==> config.mk <==
export PLATFORM = sky130hd
export DESIGN_NAME = shmem_bus_ctrl
export DESIGN_NICKNAME = d
export VERILOG_FILES = /design/src/rtl/shmem_pkg.sv /design/src/rtl/shmem_seq.sv /design/src/rtl/shmem_strobe.sv /design/src/rtl/shmem_rdcap.sv /design/src/rtl/shmem_bus_ctrl.sv
export SDC_FILE = /design/constraint.sdc
export NUM_CORES = 1
export LEC_CHECK = 0
export BUFFER_PORTS_ARGS = -buffer_cell sky130_fd_sc_hd__buf_2
export CAP_MARGIN = 15
export CORE_UTILIZATION = 46
export CTS_BUF_LIST = sky130_fd_sc_hd__clkbuf_8 sky130_fd_sc_hd__clkbuf_16
export DETAILED_ROUTE_END_ITERATION = 7
export PLACE_DENSITY = 0.82
export SYNTH_ARGS = -nofsm -noshare
export SYNTH_HDL_FRONTEND = slang
export SYNTH_SLANG_ARGS = --single-unit
export TNS_END_PERCENT = 1
==> constraint.sdc <==
create_clock -name clk -period 2.2 [get_ports clk]
set_input_delay 0.11 -clock clk [delete_from_list [all_inputs] [get_ports clk]]
set_output_delay 0.11 -clock clk [all_outputs]
set_load 0.01 [all_outputs]
==> src/rtl/shmem_pkg.sv <==
package shmem_pkg;

   typedef enum logic [2:0] {
      ST_IDLE   = 3'd0,
      ST_SETUP  = 3'd1,
      ST_STB_LO = 3'd2,
      ST_STB_HI = 3'd3,
      ST_DONE   = 3'd4
   } bus_state_e;

   function automatic logic in_strobe(input bus_state_e s);
      return (s == ST_STB_LO) || (s == ST_STB_HI);
   endfunction

endpackage

==> src/rtl/shmem_seq.sv <==
module shmem_seq
   import shmem_pkg::*;
#(
   parameter int SETUP_CLKS  = 2,
   parameter int STROBE_CLKS = 2
) (
   input  logic       clk,
   input  logic       rst_n,
   input  logic       start,
   input  logic       narrow,
   output bus_state_e state,
   output logic       phase_last
);

   localparam int MAX_PH = (SETUP_CLKS > STROBE_CLKS) ? SETUP_CLKS : STROBE_CLKS;
   localparam int CNT_W  = (MAX_PH > 1) ? $clog2(MAX_PH) : 1;
   localparam logic [CNT_W-1:0] SETUP_END  = CNT_W'(SETUP_CLKS - 1);
   localparam logic [CNT_W-1:0] STROBE_END = CNT_W'(STROBE_CLKS - 1);

   logic [CNT_W-1:0] cnt;
   bus_state_e       state_nx;
   logic [CNT_W-1:0] cnt_nx;

   always_comb begin
      case (state)
         ST_SETUP:  phase_last = (cnt == SETUP_END);
         ST_STB_LO,
         ST_STB_HI: phase_last = (cnt == STROBE_END);
         default:   phase_last = 1'b1;
      endcase
   end

   always_comb begin
      state_nx = state;
      cnt_nx   = cnt;
      case (state)
         ST_IDLE: begin
            cnt_nx = '0;
            if (start) state_nx = ST_SETUP;
         end
         ST_SETUP: begin
            if (phase_last) begin
               state_nx = ST_STB_LO;
               cnt_nx   = '0;
            end else begin
               cnt_nx = cnt + 1'b1;
            end
         end
         ST_STB_LO: begin
            if (phase_last) begin
               state_nx = narrow ? ST_STB_HI : ST_DONE;
               cnt_nx   = '0;
            end else begin
               cnt_nx = cnt + 1'b1;
            end
         end
         ST_STB_HI: begin
            if (phase_last) begin
               state_nx = ST_DONE;
               cnt_nx   = '0;
            end else begin
               cnt_nx = cnt + 1'b1;
            end
         end
         ST_DONE: begin
            state_nx = ST_IDLE;
            cnt_nx   = '0;
         end
         default: begin
            state_nx = ST_IDLE;
            cnt_nx   = '0;
         end
      endcase
   end

   always_ff @(posedge clk or negedge rst_n) begin
      if (!rst_n) begin
         state <= ST_IDLE;
         cnt   <= '0;
      end else begin
         state <= state_nx;
         cnt   <= cnt_nx;
      end
   end

endmodule

==> src/rtl/shmem_strobe.sv <==
module shmem_strobe
   import shmem_pkg::*;
#(
   parameter int DATA_W = 16
) (
   input  bus_state_e        state,
   input  logic              phase_last,
   input  logic              write_q,
   input  logic              ram_q,
   input  logic              narrow_q,
   input  logic [DATA_W-1:0] wdata_q,
   output logic              rom_cs_n,
   output logic              ram_cs_n,
   output logic              oe_n,
   output logic              we_n,
   output logic              byte_sel,
   output logic [DATA_W-1:0] dq_out,
   output logic              dq_oe
);

   localparam int HALF_W = DATA_W / 2;

   logic busy;
   logic strobing;
   logic wr_ok;
   logic we_slot;

   assign busy     = (state != ST_IDLE);
   assign strobing = in_strobe(state);
   assign wr_ok    = write_q && ram_q;
   // narrow writes pulse only in the last clock of each byte phase
   assign we_slot  = narrow_q ? phase_last : 1'b1;

   assign rom_cs_n = !(busy && !ram_q);
   assign ram_cs_n = !(busy && ram_q);
   assign oe_n     = !(strobing && !write_q);
   assign we_n     = !(strobing && wr_ok && we_slot);
   assign dq_oe    = strobing && wr_ok;
   assign byte_sel = narrow_q && (state == ST_STB_HI);

   always_comb begin
      if (!narrow_q)
         dq_out = wdata_q;
      else if (state == ST_STB_HI)
         dq_out = {{(DATA_W-HALF_W){1'b0}}, wdata_q[DATA_W-1:HALF_W]};
      else
         dq_out = {{(DATA_W-HALF_W){1'b0}}, wdata_q[HALF_W-1:0]};
   end

endmodule

==> src/rtl/shmem_rdcap.sv <==
module shmem_rdcap
   import shmem_pkg::*;
#(
   parameter int DATA_W    = 16,
   parameter bit NARROW_EN = 1'b1
) (
   input  logic              clk,
   input  logic              rst_n,
   input  bus_state_e        state,
   input  logic              phase_last,
   input  logic              read_q,
   input  logic              narrow_q,
   input  logic [DATA_W-1:0] dq_in,
   output logic [DATA_W-1:0] rdata
);

   localparam int HALF_W = DATA_W / 2;

   logic cap_lo;
   logic cap_hi;

   assign cap_lo = read_q && phase_last && (state == ST_STB_LO);
   assign cap_hi = read_q && phase_last && (state == ST_STB_HI);

   generate
      if (NARROW_EN) begin : g_split
         always_ff @(posedge clk or negedge rst_n) begin
            if (!rst_n) begin
               rdata <= '0;
            end else if (cap_lo) begin
               if (narrow_q)
                  rdata[HALF_W-1:0] <= dq_in[HALF_W-1:0];
               else
                  rdata <= dq_in;
            end else if (cap_hi) begin
               rdata[DATA_W-1:HALF_W] <= dq_in[HALF_W-1:0];
            end
         end
      end else begin : g_wide
         always_ff @(posedge clk or negedge rst_n) begin
            if (!rst_n)
               rdata <= '0;
            else if (cap_lo)
               rdata <= dq_in;
         end
      end
   endgenerate

endmodule

==> src/rtl/shmem_bus_ctrl.sv <==
module shmem_bus_ctrl
   import shmem_pkg::*;
#(
   parameter int ADDR_W       = 19,
   parameter int DATA_W       = 16,
   parameter int SETUP_CLKS   = 2,
   parameter int STROBE_CLKS  = 2,
   parameter bit NARROW_EN    = 1'b1,
   parameter int CLK_PS       = 26042,
   parameter int MIN_SETUP_PS = 45000,
   parameter int MIN_CYCLE_PS = 130000
) (
   input  logic              clk,
   input  logic              rst_n,
   input  logic              ram_narrow,
   input  logic              req_valid,
   input  logic              req_write,
   input  logic              req_ram,
   input  logic [ADDR_W-1:0] req_addr,
   input  logic [DATA_W-1:0] req_wdata,
   output logic              rsp_done,
   output logic [DATA_W-1:0] rsp_rdata,
   output logic [ADDR_W-1:0] mem_addr,
   output logic [DATA_W-1:0] mem_dq_out,
   output logic              mem_dq_oe,
   input  logic [DATA_W-1:0] mem_dq_in,
   output logic              mem_rom_cs_n,
   output logic              mem_ram_cs_n,
   output logic              mem_oe_n,
   output logic              mem_we_n,
   output logic              mem_byte_sel
);

   localparam int WIDE_CLKS = SETUP_CLKS + STROBE_CLKS + 1;

   generate
      if (DATA_W < 2 || (DATA_W % 2) != 0) begin : g_bad_width
         $error("shmem_bus_ctrl: DATA_W must be even and at least 2");
      end
      if (SETUP_CLKS < 1 || STROBE_CLKS < 2) begin : g_bad_phase
         $error("shmem_bus_ctrl: SETUP_CLKS >= 1 and STROBE_CLKS >= 2 needed");
      end
      if (SETUP_CLKS * CLK_PS < MIN_SETUP_PS) begin : g_bad_setup
         $error("shmem_bus_ctrl: select-to-strobe setup too short");
      end
      if (WIDE_CLKS * CLK_PS < MIN_CYCLE_PS) begin : g_bad_cycle
         $error("shmem_bus_ctrl: word cycle too short");
      end
   endgenerate

   bus_state_e        state;
   logic              phase_last;
   logic              start;
   logic              write_q;
   logic              ram_q;
   logic              narrow_q;
   logic [ADDR_W-1:0] addr_q;
   logic [DATA_W-1:0] wdata_q;
   logic              narrow_req;

   generate
      if (NARROW_EN) begin : g_narrow_on
         assign narrow_req = ram_narrow && req_ram;
      end else begin : g_narrow_off
         assign narrow_req = 1'b0;
      end
   endgenerate

   assign start = (state == ST_IDLE) && req_valid;

   always_ff @(posedge clk or negedge rst_n) begin
      if (!rst_n) begin
         write_q  <= 1'b0;
         ram_q    <= 1'b0;
         narrow_q <= 1'b0;
         addr_q   <= '0;
         wdata_q  <= '0;
      end else if (start) begin
         write_q  <= req_write;
         ram_q    <= req_ram;
         narrow_q <= narrow_req;
         addr_q   <= req_addr;
         wdata_q  <= req_wdata;
      end
   end

   shmem_seq #(
      .SETUP_CLKS (SETUP_CLKS),
      .STROBE_CLKS(STROBE_CLKS)
   ) u_seq (
      .clk       (clk),
      .rst_n     (rst_n),
      .start     (start),
      .narrow    (narrow_q),
      .state     (state),
      .phase_last(phase_last)
   );

   shmem_strobe #(
      .DATA_W(DATA_W)
   ) u_strobe (
      .state     (state),
      .phase_last(phase_last),
      .write_q   (write_q),
      .ram_q     (ram_q),
      .narrow_q  (narrow_q),
      .wdata_q   (wdata_q),
      .rom_cs_n  (mem_rom_cs_n),
      .ram_cs_n  (mem_ram_cs_n),
      .oe_n      (mem_oe_n),
      .we_n      (mem_we_n),
      .byte_sel  (mem_byte_sel),
      .dq_out    (mem_dq_out),
      .dq_oe     (mem_dq_oe)
   );

   shmem_rdcap #(
      .DATA_W   (DATA_W),
      .NARROW_EN(NARROW_EN)
   ) u_rdcap (
      .clk       (clk),
      .rst_n     (rst_n),
      .state     (state),
      .phase_last(phase_last),
      .read_q    (!write_q),
      .narrow_q  (narrow_q),
      .dq_in     (mem_dq_in),
      .rdata     (rsp_rdata)
   );

   assign mem_addr = addr_q;
   assign rsp_done = (state == ST_DONE);

endmodule

---- After elaboration in Yosys (flattened, before gate mapping) ----
Cells that the tools add are included.
cells by class
  add/subtract/negate cells ............... 1
  equality and inequality tests ........... 9
  mux-type cells .......................... 15
  reductions and logical operators ........ 25
operators with widths
  cell                 number
  $mux 8               4
  $mux 16              1
  $mux 3               5
  $logic_and 1x1->1    12
  $pmux 3 s4           1
  $eq 3x2->1 const B   2
  $logic_not 1->1      6
  $ne 2x1->1 const B   3
  $mux 1               4
  $ne 2x2->1 const B   2
  $reduce_and 4->1     1
  $eq 3x1->1 const B   1
  $eq 3x3->1 const B   1
  $logic_not 3->1      1
  $reduce_bool 3->1    1
  $reduce_or 3->1      1
  $reduce_and 2->1     1
  $reduce_bool 2->1    1
  $add 1x1->1 const B  1
  $logic_or 1x1->1     1
storage, ports and cells
  register bits ........................... 58
  word-level logic and storage cells ...... 59

---- Longest topological paths before layout ----
Gate-level depths: netlist (run 1).
  word-level depth ........................ 7
  gate-level depth with buffers ........... 6
  mapped depth without buffers ............ 3

---- Modules after synthesis ----
Synthesis (run 1) repeated with hierarchy kept, for this count alone.
second synthesis, totals
  cells, all modules ...................... 194
  area, all modules ....................... 2685.1 um^2
by module, submodules not included
  module          instances  cells each  area each (um^2)  sequential area each (um^2)
  shmem_bus_ctrl  1          85          1457.6            950.9
  shmem_rdcap     1          66          800.8             400.4
  shmem_strobe    1          26          244.0             0.0
  shmem_seq       1          17          182.7             100.1

---- Least setup slack after synthesis (run 1) ----
Ideal clock, no wire load.
  kind .................................... register to register
  start point ............................. reg u_seq.state[0]
  end point ............................... reg addr_q[0] (netlist: mem_addr[0])
  setup time .............................. 125 ps
  arrival time ............................ 1477 ps
  setup slack ............................. 598 ps
  cell stages (with the launch flop) ...... 7
  path buffers ............................ 3
  period minus slack after synthesis ...... 1602 ps
  cell sequence ........................... dfrtp_1 > buf_2 > nor3_1 > and2_1 > buf_6 > buf_6 > mux2_2
on the way
  longest elaborated chain between the ends .. 2
ends and longest elaborated chain
  item                    RTL line              text
  start, declared         shmem_seq.sv:11       output bus_state_e state,
  start signal, assigned  shmem_seq.sv:81       state <= state_nx;
  $logic_not 3->1         shmem_bus_ctrl.sv:69  assign start = (state == ST_IDLE) && req_valid;
  $logic_and 1x1->1       shmem_bus_ctrl.sv:69
  end signal, assigned    shmem_bus_ctrl.sv:82  addr_q <= req_addr;
  end, declared           shmem_bus_ctrl.sv:57  logic [ADDR_W-1:0] addr_q;
No other way between the ends.
A chain may end at the register's enable or synchronous reset.

---- Final worst setup path (run 1) ----
  start point ............................. reg u_seq.state[2]
  end point ............................... out mem_dq_out[5]
on the way
  longest elaborated chain between the ends .. 3
ends and longest elaborated chain
  item           RTL line              text
  $eq 3x2->1     shmem_strobe.sv:44    else if (state == ST_STB_HI)
  $mux 8         shmem_strobe.sv:44
  $mux 16        shmem_strobe.sv:42    if (!narrow_q)
  end, declared  shmem_bus_ctrl.sv:24  output logic [DATA_W-1:0] mem_dq_out,
No other way between the ends.

==> results of run 1 <==
## report_power, final
part           leakage [nW]  internal, mW  switching, mW  total [mW]
sequential            0.682          1.59          0.385        1.98
combinational         0.887          1.10          0.979        2.08
clock                0.0945         0.553          0.429       0.982
## routing by layer
layer | vias up | global-route usage (%)
met1 | 991 | 24.61
met4 | 0 | 13.77
met3 | 23 | 4.881
met2 | 70 | 35.31
li1 | 950 | -
met5 | - | 0
## critical path, cell delays in order, from the launching register on
cell,delay (ns)
dfrtp_1,0.47
and2b_1,0.26
nand3_1,0.36
mux2_2,0.42
buf_2,0.15
## logic make-up (layout without fill, tap and decap cells)
| group | Yosys count | in the layout | synth area share [%] |
|---|---|---|---|
| muxes | 54 | 54 | 23.27 |
| AOI/OAI and AO/OA | 29 | 29 | 6.766 |
| DFF | 58 | 58 | 55.66 |
| and+or+nand+nor | 35 | 35 | 9.885 |
| buffers and inverters | 18 | 148 | 4.414 |
## flip-flops by register name, summed over array words and instances, names as in the netlist
signal / count
u_seq.cnt: 1
u_rdcap.rdata: 16
u_seq.state: 3
ram_q: 1
mem_addr: 19
write_q: 1
narrow_q: 1
wdata_q: 16
## cell usage after synthesis (all sizes together)
| cell type | count | area share, % |
|---|---|---|
| and2b | 1 | 0.29 |
| or3b | 8 | 2.7 |
| a211oi | 2 | 0.58 |
| dfrtp | 58 | 56 |
| a21oi | 1 | 0.19 |
| nor3 | 2 | 0.38 |
| and3 | 4 | 0.96 |
| and2 | 2 | 0.48 |
| nand4bb | 1 | 1.1 |
| buf | 9 | 3.1 |
| o21ai | 8 | 1.5 |
| clkbuf | 5 | 0.72 |
| nand3 | 2 | 0.38 |
| a31oi | 16 | 3.8 |
| nor2b | 8 | 1.9 |
| nand2 | 1 | 0.14 |
| nand2b | 2 | 0.48 |
| o41ai | 1 | 0.34 |
| mux2 | 53 | 23 |
| nor2 | 2 | 0.38 |
| inv | 4 | 0.58 |
| mux2i | 1 | 0.38 |
| nor3b | 1 | 0.48 |
| a21o | 1 | 0.29 |
| or2 | 1 | 0.24 |
## cell type report
type                            instances  area (µm²)  share of cell area (%)
Clock buffer                           10       137.6                   3.901
Clock inverter                          6       66.31                   1.879
Inverter                                4       15.01                  0.4255
Multi-Input combinational cell        118        1042                   29.54
Sequential cell                        58        1451                   41.13
Tap cell                               72       90.09                   2.553
Timing Repair Buffer                  128       725.7                   20.57
## through the flow
step           hold slack [ns]  std cells
2_1_floorplan          -0.1856        194
6_report              0.009753        396
5_1_grt               0.006791        396
3_3_place_gp            0.1344        370
3_5_place_dp            0.1355        370
4_1_cts               0.001265        395
## worst max path at each step
stage / end / cells past startpoint / slack [ns] / from
after global placement: wdata_q[0] / 4 / 0.40 / u_seq.state[1]
after global routing: mem_dq_out[5] / 4 / -0.004 / u_seq.state[2]
after CTS: mem_dq_out[6] / 4 / 0.10 / u_seq.state[2]
after detailed placement: mem_addr[3] / 4 / 0.37 / u_seq.state[0]
after floorplan: mem_addr[0] / 6 / 0.60 / u_seq.state[0]
final: mem_dq_out[5] / 4 / 0.11 / u_seq.state[2]
==> Implementation_results.wiki, run 1 <==
{| class="wikitable"
! Metric !! Value
|-
| Vias || 2034
|-
| Total clock sinks || 58
|-
| Post-route fraction of the period consumed by the critical path || ~95%
|-
| Minimum period implied by the final worst setup slack || 2.088 ns
|-
| Pwr dens || 1429 nW/µm²
|-
| Worst setup skew after layout || ~0.012 ns
|-
| Detailed-route wire length || 5990 µm
|-
| Largest net degree at the start of global routing || 59
|-
| Starting density of the core || 47.65%
|-
| Net Count, Synth || 251
|-
| Count of pins on the block boundary || 115
|-
| Biggest fanout along the worst timing path || 9
|-
| H-tree depth reported by CTS || 3
|-
| Startpoint of the worst-slack reg-to-reg timing path || u_seq.state[0]
|-
| Run status || finished clean
|-
| Fraction of final layout cells with drive strength greater than 1 || 59.57%
|-
| Data arrival time of the critical path || 1.98 ns
|-
| Endpoint of the lowest-slack register-to-register path || wdata_q[8]
|-
| Reported max-cap violation count || 0
|-
| Worst R2R Path Depth || 4
|-
| FF+latch count, synth || 58
|-
| Initial DRC count || 52
|-
| Worst setup slack after placement || 0.3672 ns
|-
| Number of warnings printed during yosys synthesis || 0
|-
| Post-route cell area || 3528 µm²
|-
| Antenna violations before repair || 0
|-
| CTS clock-pin slew for the worst setup and hold paths || around 0.07 ns
|-
| Full die area || approximately 6000 µm²
|-
| Die outline width || slightly below 80 µm
|-
| Top sig layer || met4
|-
| Critical path capture point type || output pin
|-
| Worst skew pair latency || 0.33 ns
|-
| Number of buffers added by the clock tree synthesis step || 9
|-
| CORE AREA || 5473 µm²
|-
| Register area share after synthesis || 55.66%
|-
| Category of the worst setup path launch point || flop
|-
| Hold Path Depth || 2
|-
| Synth-to-layout area growth || 35.32%
|-
| Netlist area before placement || 2608 µm²
|-
| Wire per inst || 15.13 µm
|-
| Total count of max-transition violations in the final report || 0
|-
| Commonest non-fill, non-tap cells in the layout || 114 x buf_2, 58 x dfrtp_1, 48 x mux2_2
|-
| Final layout net count || between 300 and 400
|-
| Final Power || 5.043 mW
|-
| Remaining design rule violation count || 0
|-
| Worst min-delay path class || in2reg
|-
| Most frequent standard cell in the layout excluding fill and tap cells || buf_2
|-
| Post-route core utilization || 64.47%
|-
| Max rail drop VDD || 0.7843 mV
|-
| Wire length on met2 || 3071 µm
|-
| Met1 Wirelength || 2412 µm
|-
| Worst-case headroom to the max-slew limit || between 60% and 70%
|-
| Hold Startpoint || req_wdata[9]
|-
| Worst-Margin Slew || approximately 0.58 ns
|-
| Post-cts sizing count || 0
|-
| Achievable Freq || 479.0 MHz
|-
| Leak Pwr || 1.664 nW
|-
| Global router's overall resource usage || 21.28%
|-
| Placed inst area || 3224 µm²
|-
| Post-detail-place hpwl || around 4200 µm
|-
| Vias in the first global route || 2033
|-
| Diodes inserted || 0
|-
| Setup slack, reg-to-reg || 0.37 ns
|-
| Post-synthesis instance total || 194
|-
| Number of hold-repair buffers added at the cts stage || 9
|-
| Vias per std cell || 5.136
|-
| Hold Vio Cnt, Final || 0
|-
| Syn Area/Cell || 13.44 µm²
|-
| Die boundary height || 77.29 µm
|-
| Post CTS Setup Buffer Count || 0
|-
| Clock tree from TritonCTS || done
|-
| Met3 layer wire length in the routed design || 260 µm
|-
| Hold-critical path endpoint || wdata_q[9]
|-
| Cell at the root of the clock tree || clkbuf_8
|-
| Final ANT Viol Nets || 0
|-
| Final worst slack || 0.1121 ns
|-
| Total global routing overflow || 0
|-
| Detailed-routing iteration count for the pre-antenna-repair pass || 4
|-
| Num rows || 27
|-
| Final GP Congestion || between 0.8 and 0.9
|-
| Longest Clk Path Bufs || 2
|-
| Number of setup violations in the final report || 0
|-
| Quantity of I/O buffers inserted on ports || 114
|-
| WP data required || between 2 and 2.5 ns
|-
| Fill count || approximately 450
|-
| Final total negative setup slack || 0 ns
|-
| Global-route wire length before repair || 9597 µm
|-
| Type of the worst setup path || reg2out
|-
| Netlist cell types || 30
|}
(Power assumes the default switching activity.)
==> run 2, diff against run 1 <==
clock period = 2.4 ns   (was 2.2 ns; I/O delays follow)
==> Implementation_results.wiki, run 2 (same netlist as run 1, synthesis figures left out) <==
{| class="wikitable"
! Metric !! Value
|-
| Fill count || 468 (+4.2%)
|-
| Hold Startpoint || req_wdata[13]
|-
| Biggest fanout along the worst timing path || 9 (unchanged)
|-
| Wire per inst || 15.39 µm (+1.8%)
|-
| Quantity of I/O buffers inserted on ports || 114 (unchanged)
|-
| Count of pins on the block boundary || 115 (unchanged)
|-
| CTS clock-pin slew for the worst setup and hold paths || 0.06 ns (about the same)
|-
| Final Power || 4.532 mW (-10%)
|-
| Total clock sinks || 58 (unchanged)
|-
| WHS || 0.02013 ns (+0.01037 ns)
|-
| Clock tree from TritonCTS || done
|-
| Reported max-cap violation count || 0 (unchanged)
|-
| Final ANT Viol Nets || 0 (unchanged)
|-
| Global-route wire length before repair || 9660 µm (+0.66%)
|-
| Post-route fraction of the period consumed by the critical path || 87.38%
|-
| Max rail drop VDD || 0.5453 mV (-30%)
|-
| Achievable Freq || roughly 480 MHz
|-
| Hold Path Depth || 2 (unchanged)
|-
| WP data required || 2.28 ns (+0.19 ns)
|-
| Detailed-route wire length || 5926 µm (-1.1%)
|-
| Full die area || 5974 µm² (unchanged)
|-
| Final layout net count || 366 (-2.7%)
|-
| Number of setup violations in the final report || 0 (unchanged)
|-
| Vias || 1993 (-2.0%)
|-
| Remaining design rule violation count || 0 (unchanged)
|-
| Final total negative setup slack || 0 ns (unchanged)
|-
| Post-detail-place hpwl || 4107 µm (-2.7%)
|-
| Diodes inserted || 0 (unchanged)
|-
| Worst setup skew after layout || 0.005615 ns (-0.006796 ns)
|-
| Number of flip-flops under the largest register name || 19 (unchanged)
|-
| Global router's overall resource usage || 21.17% (-0.11 points)
|-
| Leak Pwr || 1.621 nW (-2.6%)
|-
| Most frequent standard cell in the layout excluding fill and tap cells || buf_2
|-
| Worst-Margin Slew || 0.7234 ns (+0.1428 ns)
|-
| Critical path capture point type || output pin
|-
| Longest Clk Path Bufs || 2 (unchanged)
|-
| Total count of max-transition violations in the final report || 0 (unchanged)
|-
| Data arrival time of the critical path || 1.98 ns (about the same)
|-
| Minimum period implied by the final worst setup slack || 2.097 ns
|-
| Commonest non-fill, non-tap cells in the layout || 114 x buf_2, 58 x dfrtp_1, 48 x mux2_2
|-
| Synth-to-layout area growth || 30.28%
|-
| Post-route core utilization || 62.07% (-2.4 points)
|-
| Type of the worst setup path || reg2out
|-
| Setup slack, reg-to-reg || 0.47 ns (+0.10 ns)
|-
| CORE AREA || 5473 µm² (unchanged)
|-
| Num rows || 27 (unchanged)
|-
| Category of the worst setup path launch point || flop
|-
| Initial DRC count || 150 (+190%)
|-
| Final GP Congestion || 0.8371 (+2.4%)
|-
| Cell at the root of the clock tree || clkbuf_8
|-
| Die outline width || 77.29 µm (unchanged)
|-
| Number of buffers added by the clock tree synthesis step || 9 (unchanged)
|-
| Placed inst area || 3204 µm² (-0.62%)
|-
| Worst-case headroom to the max-slew limit || 51.78% (-9.5 points)
|-
| Endpoint of the lowest-slack register-to-register path || u_rdcap.rdata[4]
|-
| Largest net degree at the start of global routing || 59 (unchanged)
|-
| Worst skew pair latency || 0.32 ns (about the same)
|-
| Worst min-delay path class || in2reg
|-
| H-tree depth reported by CTS || 3 (unchanged)
|-
| Vias per std cell || 5.177 (+0.78%)
|-
| Vias in the first global route || 2014 (-0.93%)
|-
| Beginning of the critical path || u_seq.state[2]
|-
| Detailed-routing iteration count for the pre-antenna-repair pass || 4 (unchanged)
|-
| Starting density of the core || 47.65% (unchanged)
|-
| Run status || finished clean
|-
| Startpoint of the worst-slack reg-to-reg timing path || u_seq.cnt
|-
| Total global routing overflow || 0 (unchanged)
|-
| Pwr dens || 1334 nW/µm² (-6.7%)
|-
| Post-route cell area || 3397 µm² (-3.7%)
|-
| Unrepaired setup endpoints after global routing || false
|-
| Hold-critical path endpoint || wdata_q[13]
|-
| Antenna violations before repair || 0 (unchanged)
|-
| Fraction of final layout cells with drive strength greater than 1 || 61.02% (+1.5 points)
|-
| Die boundary height || 77.29 µm (unchanged)
|-
| Worst R2R Path Depth || 3 (-1)
|-
| Hold Vio Cnt, Final || 0 (unchanged)
|}
[run 2: metal layers]
metal	vias up	wire length [µm]	global-route usage [%]
met4	0	102	11.32
met5	-	0	0
li1	930	-	-
met2	64	3117	35.04
met3	8	298	5.000
met1	991	2408	25.43
[run 2: what timing repair did]
action / 4_1_cts / 5_1_grt
resized for setup: 0 / 0
buffers inserted: 0 / 0
hold endpoints to repair: 58 / 0
hold buffers: 1 / 0
[run 2: power by group]
| part | total (mW) | internal [mW] | switching [mW] |
|---|---|---|---|
| Sequential | 1.85 | 1.46 | 0.386 |
| Combinational | 1.85 | 0.990 | 0.860 |
| Clock | 0.837 | 0.467 | 0.369 |
[run 2: critical path, cell delays in order (launching register included)]
cell	delay, ns
dfrtp_1	0.47
and2b_1	0.26
nand3_1	0.36
mux2_2	0.43
buf_2	0.14
[run 2: worst max path at each step]
stage,endpoint,slack [ns],depth (start not counted)
CTS,mem_dq_out[7],0.27,4
global route,mem_dq_out[7],0.15,4
detailed placement,u_rdcap.rdata[4],0.52,3
finish,mem_dq_out[7],0.30,4
global placement,u_rdcap.rdata[2],0.55,3
floorplan,mem_addr[0],0.80,6
[run 2: cell type report]
type                       count  area, µm²  share of cell area [%]
clock inverter                 6      58.81                   1.731
timing repair buffer         118      615.6                   18.12
multi-input combinational    118       1042                   30.68
clock buffer                   9      123.9                   3.646
inverter                       4      15.01                  0.4420
tap                           72      90.09                   2.652
sequential                    58       1451                   42.73
[run 2: metrics by stage]
step / setup WS, ns / std cells
3_5_place_dp: 0.5209 / 369
3_3_place_gp: 0.5492 / 369
5_1_grt: 0.1528 / 385
6_report: 0.3029 / 385
2_1_floorplan: 0.7981 / 194
4_1_cts: 0.2692 / 385
==> run 3, diff against run 2 <==
CORE_MARGIN = 2   (was not set)
HOLD_SLACK_MARGIN = 0.08   (was not set)
SLEW_MARGIN = 30   (was not set)
==> Implementation_results.wiki, run 3 (same netlist as run 1, synthesis figures left out) <==
{| class="wikitable"
! Metric !! Value
|-
| Run status || finished clean
|-
| WP data required || 2.28 ns (about the same)
|-
| Number of buffers added by the clock tree synthesis step || 9 (unchanged)
|-
| Cell at the root of the clock tree || clkbuf_8
|-
| Final total negative setup slack || 0 ns (unchanged)
|-
| Number of setup violations in the final report || 0 (unchanged)
|-
| Synth-to-layout area growth || 49.09%
|-
| Critical path capture point type || output pin
|-
| Full die area || 6287 µm² (+5.2%)
|-
| Post-cts sizing count || 0 (unchanged)
|-
| Cell-internal power || 2.992 mW (+2.6%)
|-
| Total clock sinks || 58 (unchanged)
|-
| Reported max-cap violation count || 0 (unchanged)
|-
| Net switching power || 1.712 mW (+6.0%)
|-
| Worst skew pair latency || 0.32 ns (about the same)
|-
| Minimum period implied by the final worst setup slack || 2.153 ns (+0.05634 ns)
|-
| Final Power || 4.704 mW (+3.8%)
|-
| Worst-Margin Slew || 0.7141 ns (-0.009313 ns)
|-
| Wire per inst || 17.03 µm (+11%)
|-
| H-tree depth reported by CTS || 3 (unchanged)
|-
| Hold Vio Cnt, Final || 0 (unchanged)
|-
| Final ANT Viol Nets || 0 (unchanged)
|-
| Post-route fraction of the period consumed by the critical path || 89.72% (+2.3 points)
|-
| Final GP Congestion || 0.8420 (+0.59%)
|-
| Vias in the first global route || 2358 (+17%)
|-
| Most frequent standard cell in the layout excluding fill and tap cells || buf_2
|-
| Die boundary height || 79.29 µm (+2.6%)
|-
| Worst min-delay path class || in2reg
|-
| CORE AREA || 5507 µm² (+0.62%)
|-
| Detailed-routing iteration count for the pre-antenna-repair pass || 4 (unchanged)
|-
| Clock power frac || 17.8% (-0.7 points)
|-
| Category of the worst setup path launch point || flop
|-
| Biggest fanout along the worst timing path || 9 (unchanged)
|-
| Total count of max-transition violations in the final report || 0 (unchanged)
|-
| Global-route wire length before repair || 11650 µm (+21%)
|-
| Logic gate share of total power || 42.9% (+2.1 points)
|-
| Initial DRC count || 254 (+69%)
|-
| Switching part of the total power || 36.40% (+0.76 points)
|-
| Leak Pwr || 1.821 nW (+12%)
|-
| Worst path cell trace || and2b_1 -> nand3_1 -> mux2_2 -> buf_2
|-
| Max rail drop VDD || 0.7097 mV (+30%)
|-
| Flop pwr share || 39.3% (-1.4 points)
|-
| CTS clock-pin slew for the worst setup and hold paths || 0.06 ns (about the same)
|-
| Final layout net count || 414 (+13%)
|-
| Total global routing overflow || 0 (unchanged)
|-
| Count of pins on the block boundary || 115 (unchanged)
|-
| Unrepaired setup endpoints after global routing || false
|-
| Placed inst area || 3212 µm² (+0.23%)
|-
| Achievable Freq || 464.4 MHz (-2.6%)
|-
| Number of non-filler instances in the completed layout || 435 (+13%)
|-
| Fraction of final layout cells with drive strength greater than 1 || 52.91% (-8.1 points)
|-
| Maximum cell stage delay along the critical path || 0.47 ns (about the same)
|-
| Number of hold-repair buffers added at the cts stage || 48 (+47)
|-
| Post CTS Setup Buffer Count || 0 (unchanged)
|-
| Commonest non-fill, non-tap cells in the layout || 114 x buf_2, 58 x dfrtp_1, 48 x mux2_2, 48 x dlygate4sd3_1, 16 x a31oi_1
|-
| Num rows || 27 (unchanged)
|-
| Starting density of the core || 47.35% (-0.29 points)
|-
| Type of the worst setup path || reg2out
|-
| Number of flip-flops under the largest register name || 19 (unchanged)
|-
| Largest net degree at the start of global routing || 59 (unchanged)
|-
| Cell type of the slowest stage on the worst timing path || dfrtp_1
|-
| Post-detail-place hpwl || 4272 µm (+4.0%)
|-
| Vias || 2261 (+13%)
|-
| Clock tree from TritonCTS || done
|-
| Placed cells || 370 (+0.27%)
|-
| Die outline width || 79.29 µm (+2.6%)
|-
| Global router's overall resource usage || 24.50% (+3.3 points)
|-
| Vias per std cell || 5.198 (+0.41%)
|-
| Worst-case headroom to the max-slew limit || 52.40% (+0.62 points)
|-
| Data arrival time of the critical path || 2.03 ns (+0.05 ns)
|-
| Worst setup skew after layout || 0.007059 ns (+0.001443 ns)
|-
| Detailed-route wire length || 7409 µm (+25%)
|-
| Quantity of I/O buffers inserted on ports || 114 (unchanged)
|-
| Pwr dens || 1210 nW/µm² (-9.3%)
|-
| Longest Clk Path Bufs || 2 (unchanged)
|-
| Remaining design rule violation count || 0 (unchanged)
|-
| Fill count || 389 (-17%)
|-
| Post-route cell area || 3887 µm² (+14%)
|-
| Antenna violations before repair || 1 (+1)
|}
[run 3: changes by cell type in the layout (fill, tap and decap cells not counted)]
cell / before / now
buf_4: 2 / 3
bufinv_16: 1 / 0
clkbuf_8: 9 / 13
clkinv_2: 4 / 0
clkinv_4: 1 / 0
clkinvlp_4: 0 / 1
diode_2: 0 / 2
dlygate4sd3_1: 1 / 48
inv_1: 4 / 5
[run 3: power by group through the flow]
stage	Clock (mW)	Sequential, mW	Combinational [mW]
after floorplan	0	1.83	1.18
after global placement	0	1.80	1.86
after detailed placement	0	1.83	1.91
after CTS	0.851	1.82	1.98
after global routing	0.902	1.91	2.16
final	0.837	1.85	2.02
[run 3: layer usage]
metal,global-route usage [%],up-vias,part of all wire [%]
met5,0,-,0
met2,43.73,88,55
met3,5.341,20,4.3
li1,-,1027,-
met1,27.62,1126,38
met4,11.90,0,3.1
[run 3: path summary, 6_finish.rpt]
kind	cells past startpoint	end	slack, ns	startpoint
min in group asynchronous	3	u_rdcap.rdata[0]	0.48	rst_n
setup reg to reg	4	wdata_q[8]	0.53	u_seq.state[1]
hold / removal	3	u_rdcap.rdata[13]	0.18	mem_dq_in[13]
setup / recovery	4	mem_dq_out[7]	0.25	u_seq.state[2]
max in group asynchronous	3	wdata_q[12]	1.45	rst_n
hold reg to reg	1	mem_addr[16]	0.50	mem_addr[16]
[run 3: layout make-up]
class | instances | area (µm²) | area share, %
Tap cell | 72 | 90.09 | 2.317
Clock inverter | 2 | 11.26 | 0.2897
Clock buffer | 13 | 178.9 | 4.603
Timing Repair Buffer | 166 | 1094 | 28.13
Multi-Input combinational cell | 118 | 1042 | 26.81
Inverter | 4 | 15.01 | 0.3862
Antenna cell | 2 | 5.005 | 0.1287
Sequential cell | 58 | 1451 | 37.33
[run 3: critical path, delay by kind of cell, from the launching register on]
kind	cells	cell delay, ns
DFF	1	0.47
and+or+nand+nor	2	0.65
muxes	1	0.44
buffers and inverters	1	0.15
[run 3: stage by stage]
step | hold slack, ns | utilization (%) | worst slack (ns)
after floorplan | -0.1756 | - | 0.7981
after global placement | 0.3075 | 58.33 | 0.5995
after detailed placement | 0.3115 | 58.33 | 0.5550
after CTS | 0.1391 | 70.51 | 0.2754
after global routing | 0.1696 | 70.55 | 0.1345
final | 0.1776 | 70.60 | 0.2466
